### src/rtl/gpio_irq_pkg.sv
package gpio_irq_pkg;
  typedef enum logic [1:0] {
    SEL_EDGE_CAUSE = 2'd0,
    SEL_EDGE_MASK  = 2'd1,
    SEL_LEVEL_MASK = 2'd2,
    SEL_NONE       = 2'd3
  } reg_sel_e;
endpackage

### src/rtl/gpio_irq_edge_latch.sv
module gpio_irq_edge_latch #(
  parameter int WIDTH = 32
) (
  input  logic             clk,
  input  logic             rst_n,
  input  logic [WIDTH-1:0] din,
  input  logic             clr_en,
  input  logic [WIDTH-1:0] clr_keep,
  output logic [WIDTH-1:0] rise_o,
  output logic [WIDTH-1:0] cause_o
);
  logic [WIDTH-1:0] prev_q;
  logic [WIDTH-1:0] cause_q;

  function automatic logic [WIDTH-1:0] rising(input logic [WIDTH-1:0] cur,
                                              input logic [WIDTH-1:0] old);
    return cur & ~old;
  endfunction

  function automatic logic [WIDTH-1:0] next_cause(input logic [WIDTH-1:0] cur,
                                                  input logic             wr,
                                                  input logic [WIDTH-1:0] keep,
                                                  input logic [WIDTH-1:0] fresh);
    logic [WIDTH-1:0] kept;
    kept = wr ? (cur & keep) : cur;
    return kept | fresh;
  endfunction

  assign rise_o  = rising(din, prev_q);
  assign cause_o = cause_q;

  always_ff @(posedge clk) begin
    if (!rst_n) begin
      prev_q  <= '1;
      cause_q <= '0;
    end else begin
      prev_q  <= din;
      cause_q <= next_cause(cause_q, clr_en, clr_keep, rise_o);
    end
  end
endmodule

### src/rtl/gpio_irq_mask_reg.sv
module gpio_irq_mask_reg #(
  parameter int WIDTH = 32
) (
  input  logic             clk,
  input  logic             rst_n,
  input  logic             wr_en,
  input  logic [WIDTH-1:0] wdata,
  output logic [WIDTH-1:0] mask_o
);
  always_ff @(posedge clk) begin
    if (!rst_n)     mask_o <= '0;
    else if (wr_en) mask_o <= wdata;
  end
endmodule

### src/rtl/gpio_irq_group_reduce.sv
module gpio_irq_group_reduce #(
  parameter int WIDTH      = 32,
  parameter int GROUP_SIZE = 8,
  localparam int NUM_GROUPS = WIDTH / GROUP_SIZE
) (
  input  logic                  clk,
  input  logic                  rst_n,
  input  logic [WIDTH-1:0]      cause_i,
  output logic [NUM_GROUPS-1:0] group_o
);
  for (genvar g = 0; g < NUM_GROUPS; g++) begin : g_grp
    logic any_w;
    assign any_w = |cause_i[g*GROUP_SIZE +: GROUP_SIZE];
    always_ff @(posedge clk) begin
      if (!rst_n) group_o[g] <= 1'b0;
      else        group_o[g] <= any_w;
    end
  end
endmodule

### src/rtl/gpio_irq_aggregator.sv
module gpio_irq_aggregator #(
  parameter int NUM_LINES  = 32,
  parameter int GROUP_SIZE = 8,
  localparam int NUM_GROUPS = NUM_LINES / GROUP_SIZE
) (
  input  logic                  clk,
  input  logic                  rst_n,
  input  logic [NUM_LINES-1:0]  line_in,
  input  logic                  reg_wr,
  input  logic [1:0]            reg_addr,
  input  logic [NUM_LINES-1:0]  reg_wdata,
  output logic [NUM_LINES-1:0]  reg_rdata,
  output logic [NUM_GROUPS-1:0] irq_group
);
  import gpio_irq_pkg::*;

  reg_sel_e sel;
  logic [NUM_LINES-1:0] edge_cause, edge_mask, level_mask;
  logic [NUM_LINES-1:0] rise_vec, line_cause;
  logic wr_cause, wr_emask, wr_lmask;

  function automatic logic [NUM_LINES-1:0] merge(input logic [NUM_LINES-1:0] lvl,
                                                 input logic [NUM_LINES-1:0] lm,
                                                 input logic [NUM_LINES-1:0] ec,
                                                 input logic [NUM_LINES-1:0] em);
    return (lvl & lm) | (ec & em);
  endfunction

  assign sel      = reg_sel_e'(reg_addr);
  assign wr_cause = reg_wr && (sel == SEL_EDGE_CAUSE);
  assign wr_emask = reg_wr && (sel == SEL_EDGE_MASK);
  assign wr_lmask = reg_wr && (sel == SEL_LEVEL_MASK);

  gpio_irq_edge_latch #(.WIDTH(NUM_LINES)) u_edge (
    .clk(clk), .rst_n(rst_n), .din(line_in),
    .clr_en(wr_cause), .clr_keep(reg_wdata),
    .rise_o(rise_vec), .cause_o(edge_cause)
  );

  gpio_irq_mask_reg #(.WIDTH(NUM_LINES)) u_emask (
    .clk(clk), .rst_n(rst_n), .wr_en(wr_emask), .wdata(reg_wdata), .mask_o(edge_mask)
  );

  gpio_irq_mask_reg #(.WIDTH(NUM_LINES)) u_lmask (
    .clk(clk), .rst_n(rst_n), .wr_en(wr_lmask), .wdata(reg_wdata), .mask_o(level_mask)
  );

  assign line_cause = merge(line_in, level_mask, edge_cause, edge_mask);

  gpio_irq_group_reduce #(.WIDTH(NUM_LINES), .GROUP_SIZE(GROUP_SIZE)) u_reduce (
    .clk(clk), .rst_n(rst_n), .cause_i(line_cause), .group_o(irq_group)
  );

  always_comb begin
    unique case (sel)
      SEL_EDGE_CAUSE: reg_rdata = edge_cause;
      SEL_EDGE_MASK:  reg_rdata = edge_mask;
      SEL_LEVEL_MASK: reg_rdata = level_mask;
      default:        reg_rdata = '0;
    endcase
  end
endmodule

### config.mk
export PLATFORM = sky130hd
export DESIGN_NAME = gpio_irq_aggregator
export DESIGN_NICKNAME = d
export VERILOG_FILES = /design/src/rtl/gpio_irq_pkg.sv /design/src/rtl/gpio_irq_edge_latch.sv /design/src/rtl/gpio_irq_mask_reg.sv /design/src/rtl/gpio_irq_group_reduce.sv /design/src/rtl/gpio_irq_aggregator.sv
export SDC_FILE = /design/constraint.sdc
export NUM_CORES = 1
export LEC_CHECK = 0
export BUFFER_PORTS_ARGS = -buffer_cell sky130_fd_sc_hd__buf_2
export CORE_ASPECT_RATIO = 0.6
export CORE_UTILIZATION = 54
export CTS_CLUSTER_SIZE = 30
export DETAILED_ROUTE_END_ITERATION = 6
export GPL_ROUTABILITY_DRIVEN = 1
export HOLD_SLACK_MARGIN = 0.03
export PLACE_DENSITY_LB_ADDON = 0.1
export SKIP_CTS_REPAIR_TIMING = 1
export SYNTH_ARGS = -nofsm -noshare
export SYNTH_HDL_FRONTEND = slang
export SYNTH_HIERARCHICAL = 1
export SYNTH_SLANG_ARGS = --single-unit
### constraint.sdc
create_clock -name clk -period 4.31 [get_ports clk]
set_input_delay 0.862 -clock clk [delete_from_list [all_inputs] [get_ports clk]]
set_output_delay 0.862 -clock clk [all_outputs]
set_load 0.02 [all_outputs]
==> After elaboration in Yosys (flattened, before gate mapping) <==
Index checks and enable logic that the tools add are counted.
{ "op_classes": {"n_eq_ne": 2, "n_mux": 2, "n_bitwise": 7, "n_reduce_logical": 8} }
{ "op_table": {"columns": ["operator", "count"], "rows": [
  ["bitwise AND 32 bit", 4],
  ["case mux 32 bit (3 select lines)", 1],
  ["OR 32 bit", 2],
  ["2-to-1 mux 32 bit", 1],
  ["inverter 32 bit", 1],
  ["OR reduction 8 bit", 4],
  ["logical AND 1 bit", 3],
  ["== test 2 x 1 -> 1 bit, second input constant", 1],
  ["== test 2 bit, second input constant", 1],
  ["logical NOT 2 bit", 1]
]} }
{ "word_totals": {"ff_bits": 132, "in_bits": 69, "elab_cells": 27} }

==> Longest topological paths before layout <==
{ "logic_depth": {"depth_word": 4, "depth_mapped": 8} }

==> Cells and area by module <==
Netlist, hierarchy kept.
{ "by_module_without_submodules": {"columns": ["mod", "n_inst", "cells_each", "area_each_um2", "seq_area_each_um2"], "rows": [
  ["gpio_irq_mask_reg", 2, 103, 1243.7, 640.6],
  ["gpio_irq_edge_latch", 1, 237, 2357.3, 1281.2],
  ["gpio_irq_aggregator", 1, 112, 1029.7, 0.0],
  ["gpio_irq_group_reduce", 1, 16, 210.2, 80.1]
]} }

==> Worst setup path before layout <==
Ideal clock, no wire load.
{ "synth_timing": {"path_type": "input port to output port", "start": "input reg_addr[1]", "end": "output reg_rdata[12]", "arrival_ns": 1.616, "t_required_ns": 3.448, "slack_ns": 1.832, "path_stages": 4, "cell_sequence": "buf_6 -> buf_6 -> mux2i_1 -> o2bb2ai_1"} }
{ "synth_via": {"elab_chain_cells": 2} }
{ "synth_rtl": {"columns": ["element", "line_no", "source"], "rows": [
  ["from (decl)", "gpio_irq_aggregator.sv:10", "input logic [1:0] reg_addr,"],
  ["== test 2 bit (tied with other cells)", "gpio_irq_aggregator.sv:55", "unique case (sel)"],
  ["case mux 32 bit (3 select lines) (*)", "gpio_irq_aggregator.sv:55", null],
  ["to (decl)", "gpio_irq_aggregator.sv:12", "output logic [NUM_LINES-1:0] reg_rdata,"]
]} }
Every way passes the cells marked *; elsewhere a longest branch is shown, timed or not.

==> Worst setup path in the final report <==
{ "layout_timing": {"start": "input reg_addr[1]", "end": "output reg_rdata[0]"} }
The elaborated chain is that of the path after synthesis.

==> out/summary.json <==
{
  "power": {"value": 3.087, "unit": "mW"},
  "report.final.slew_viol_count": {"value": 0},
  "htree_levels": {"value": 4},
  "antenna-diode-count": {"value": 0},
  "min_delay_path_depth": {"value": 2},
  "grt_ovf": {"value": 0},
  "slew_headroom": {"value": 33.10, "unit": "%"},
  "slowest_stage": {"value": "sky130_fd_sc_hd__nor2b_4"},
  "chipWidth": {"value": 139.0, "unit": "µm"},
  "vdd_ir_drop_max": {"value": 320.4, "unit": "µV"},
  "ys.warnings.count": {"value": 6},
  "unrepaired_setup_endpoints_after_global_routing": {"value": "no"},
  "cellLeakagePower": {"value": 2.781, "unit": "nW"},
  "netlist-cell-type-count": {"value": 20},
  "synth.avg_cell_area": {"value": 10.66, "unit": "µm²"},
  "detail_route.first_pass.iterations": {"value": 7},
  "hold_viol_final": {"value": 0},
  "cts-root-buf": {"value": "sky130_fd_sc_hd__clkbuf_16"},
  "setup_tns": {"value": 0, "unit": "ns"},
  "cts_tree": {"value": "done"},
  "grt_start_max_net_pins": {"value": 113},
  "floorplan.io_pins": {"value": 105},
  "critPathCaptureType": {"value": "output pin"},
  "nets": {"value": 734},
  "first_global_vias": {"value": 4467},
  "gr-usage-all-layers": {"value": 24.43, "unit": "%"},
  "core_region_area": {"value": 10780, "unit": "µm²"},
  "dr.first_iter.drc_count": {"value": 218},
  "routed_wire_length_per_instance": {"value": 16.93, "unit": "µm"},
  "violations": {"value": "DRC"},
  "synth.yosys.seq_area_share": {"value": 43.43, "unit": "%"},
  "worst_path_max_stage_delay": {"value": 0.46, "unit": "ns"},
  "max_slew.worst_pin.slew": {"value": 1.003, "unit": "ns"},
  "gpl.final_weighted_congestion": {"value": 0.8681},
  "finalClockSkew": {"value": 0.01474, "unit": "ns"},
  "die_area": {"value": 11710, "unit": "µm²"},
  "finalCritPeriodShare": {"value": 75.55, "unit": "%"},
  "ys_ff_latch": {"value": 132},
  "port_buf_inserts": {"value": 104},
  "die-height": {"value": 84.23, "unit": "µm"},
  "crit_top_cell": {"value": "sky130_fd_sc_hd__buf_2"},
  "required": {"value": 3.45, "unit": "ns"},
  "r2r.worst_path.cells": {"value": 3},
  "floorplan.initialDensity": {"value": 56.46, "unit": "%"},
  "worst_path_dominant_cell_family": {"value": "buffers and inverters"},
  "critical_path_cell_sequence": {"value": "buf_2 > nor2b_4 > buf_4 > o2bb2ai_1 > buf_2"},
  "worst-path-stages": {"value": 5},
  "syn-cell-area": {"value": 6085, "unit": "µm²"},
  "drtAntennaViolNets": {"value": 0},
  "floorplan.rows": {"value": 29},
  "grt_first_pass_wirelength": {"value": 22510, "unit": "µm"},
  "totalWireLength": {"value": 13830, "unit": "µm"},
  "hold_class": {"value": "register to register"},
  "run_status": {"value": "complete, but fails checks"},
  "antenna_violations_before_repair": {"value": 0},
  "drive_above_1_share": {"value": 23.30, "unit": "%"},
  "clock_path_buffers": {"value": 2},
  "setup_viol": {"value": 0},
  "cts_inserted_buffers": {"value": 17},
  "clkTransAtPathRegs": {"value": 0.06, "unit": "ns"},
  "power.density_cell_area": {"value": 432.2, "unit": "nW/µm²"},
  "path_max_fanout": {"value": 18},
  "fin_crit": {"value": 3.256, "unit": "ns"},
  "worst-setup-path-type": {"value": "input pin to output pin"},
  "worst_skew_pair.late_latency": {"value": 0.41, "unit": "ns"},
  "syn_inst": {"value": 571},
  "route.vias.total": {"value": 4508},
  "dp_hpwl": {"value": 9112, "unit": "µm"},
  "syn2layout_area_growth": {"value": 17.42, "unit": "%"},
  "worst_ep_arrival_time": {"value": 2.39, "unit": "ns"},
  "achievable-frequency": {"value": 0.3071, "unit": "GHz"},
  "clkSinkCount": {"value": 132},
  "vias_per_cell": {"value": 5.518},
  "drv_cap": {"value": 0},
  "timing.critical_path.from_type": {"value": "input pin"},
  "timing.hold.ws": {"value": 0.4699, "unit": "ns"},
  "drcViolationCount": {"value": 8},
  "critPathBufInv": {"value": 3},
  "synthesis.nets": {"value": 640}
}
## worst reg2reg max path: cells and delay by family, from the launching register on
kind / cells / cell delay (ns)
AOI/OAI and AO/OA: 2 / 0.35
DFF: 1 / 0.32
and+or+nand+nor: 1 / 0.40
## flip-flops by register name, summed over array words and instances (netlist names)
signal / cells
u_emask/mask_o: 32
u_lmask/mask_o: 32
u_reduce/group_o: 4
u_edge/prev_q: 32
u_edge/cause_o: 32
## metal layers
layer  track usage (%)  part of all wire [%]
met3             6.845                   4.6
met2             38.84                    45
met1             32.57                    50
met4             6.970                  0.67
met5                 0                     0
## logic make-up after synthesis
kind of cell / count (synthesis) / share of synthesized area (%)
buffers and inverters: 39 / 5.799
and+or+nand+nor: 204 / 20.67
DFF: 132 / 43.43
muxes: 96 / 15.79
AOI/OAI and AO/OA: 100 / 14.31
## where the power goes
part	switching, mW	internal, mW	total (mW)
Combinational	0.157	0.131	0.288
Sequential	0.0358	1.28	1.31
Clock	0.531	0.955	1.49
Total	0.723	2.36	3.09
## synth_stat cells, drive strengths merged
library cell | instances | area, µm²
and3b | 1 | 8.760
nor4 | 8 | 100.1
nor3b | 1 | 7.510
buf | 24 | 295.3
dfxtp | 132 | 2643
nor2b | 129 | 814.5
nand2 | 32 | 120.1
o2bb2ai | 64 | 560.5
a21boi | 4 | 30.03
and2 | 1 | 6.260
mux2i | 96 | 960.9
a22o | 32 | 280.3
nand2b | 32 | 200.2
clkbuf | 15 | 57.55
## layout by cell type, fill, tap and decap left out, drive strengths merged
cell and n:
dfxtp 132, a21boi 4, a22o 32, o2bb2ai 64, clkbuf 20, nand2b 32, nor3b 1, nor2b 129
and3b 1, buf 114, nor4 8, nand2 32, clkinvlp 3, mux2i 96, clkinv 6, and2 1
bufinv 3
## layout make-up
| class | count | area [µm²] |
|---|---|---|
| Fill cell | 843 | 3632 |
| Multi-Input combinational cell | 400 | 3097 |
| Sequential cell | 132 | 2643 |
| Timing Repair Buffer | 114 | 610.6 |
| Clock buffer | 20 | 466.7 |
| Tap cell | 139 | 173.9 |
| Clock inverter | 12 | 153.9 |
## stage by stage
step | cells | cell area [µm²] | setup WS [ns] | utilization (%)
2_1_floorplan | 571 | 6085 | 1.832 | -
3_3_place_gp | 785 | 6524 | 1.099 | 60.54
3_5_place_dp | 785 | 6524 | 1.081 | 60.54
4_1_cts | 817 | 7144 | 1.079 | 66.30
5_1_grt | 817 | 7144 | 1.030 | 66.30
6_report | 817 | 7144 | 1.054 | 66.30
## worst paths after layout
| check | startpoint | endpoint | slack [ns] |
|---|---|---|---|
| max reg2reg | u_edge/cause_o[13]$_SDFF_PN0_ | u_reduce/group_o[1]$_SDFF_PN0_ | 3.12 |
| min reg2reg | u_edge/cause_o[24]$_SDFF_PN0_ | u_edge/cause_o[24]$_SDFF_PN0_ | 0.47 |
| max | reg_addr[1] | reg_rdata[0] | 1.05 |
| min | u_edge/cause_o[24]$_SDFF_PN0_ | u_edge/cause_o[24]$_SDFF_PN0_ | 0.47 |
(Power assumes the default switching activity.)
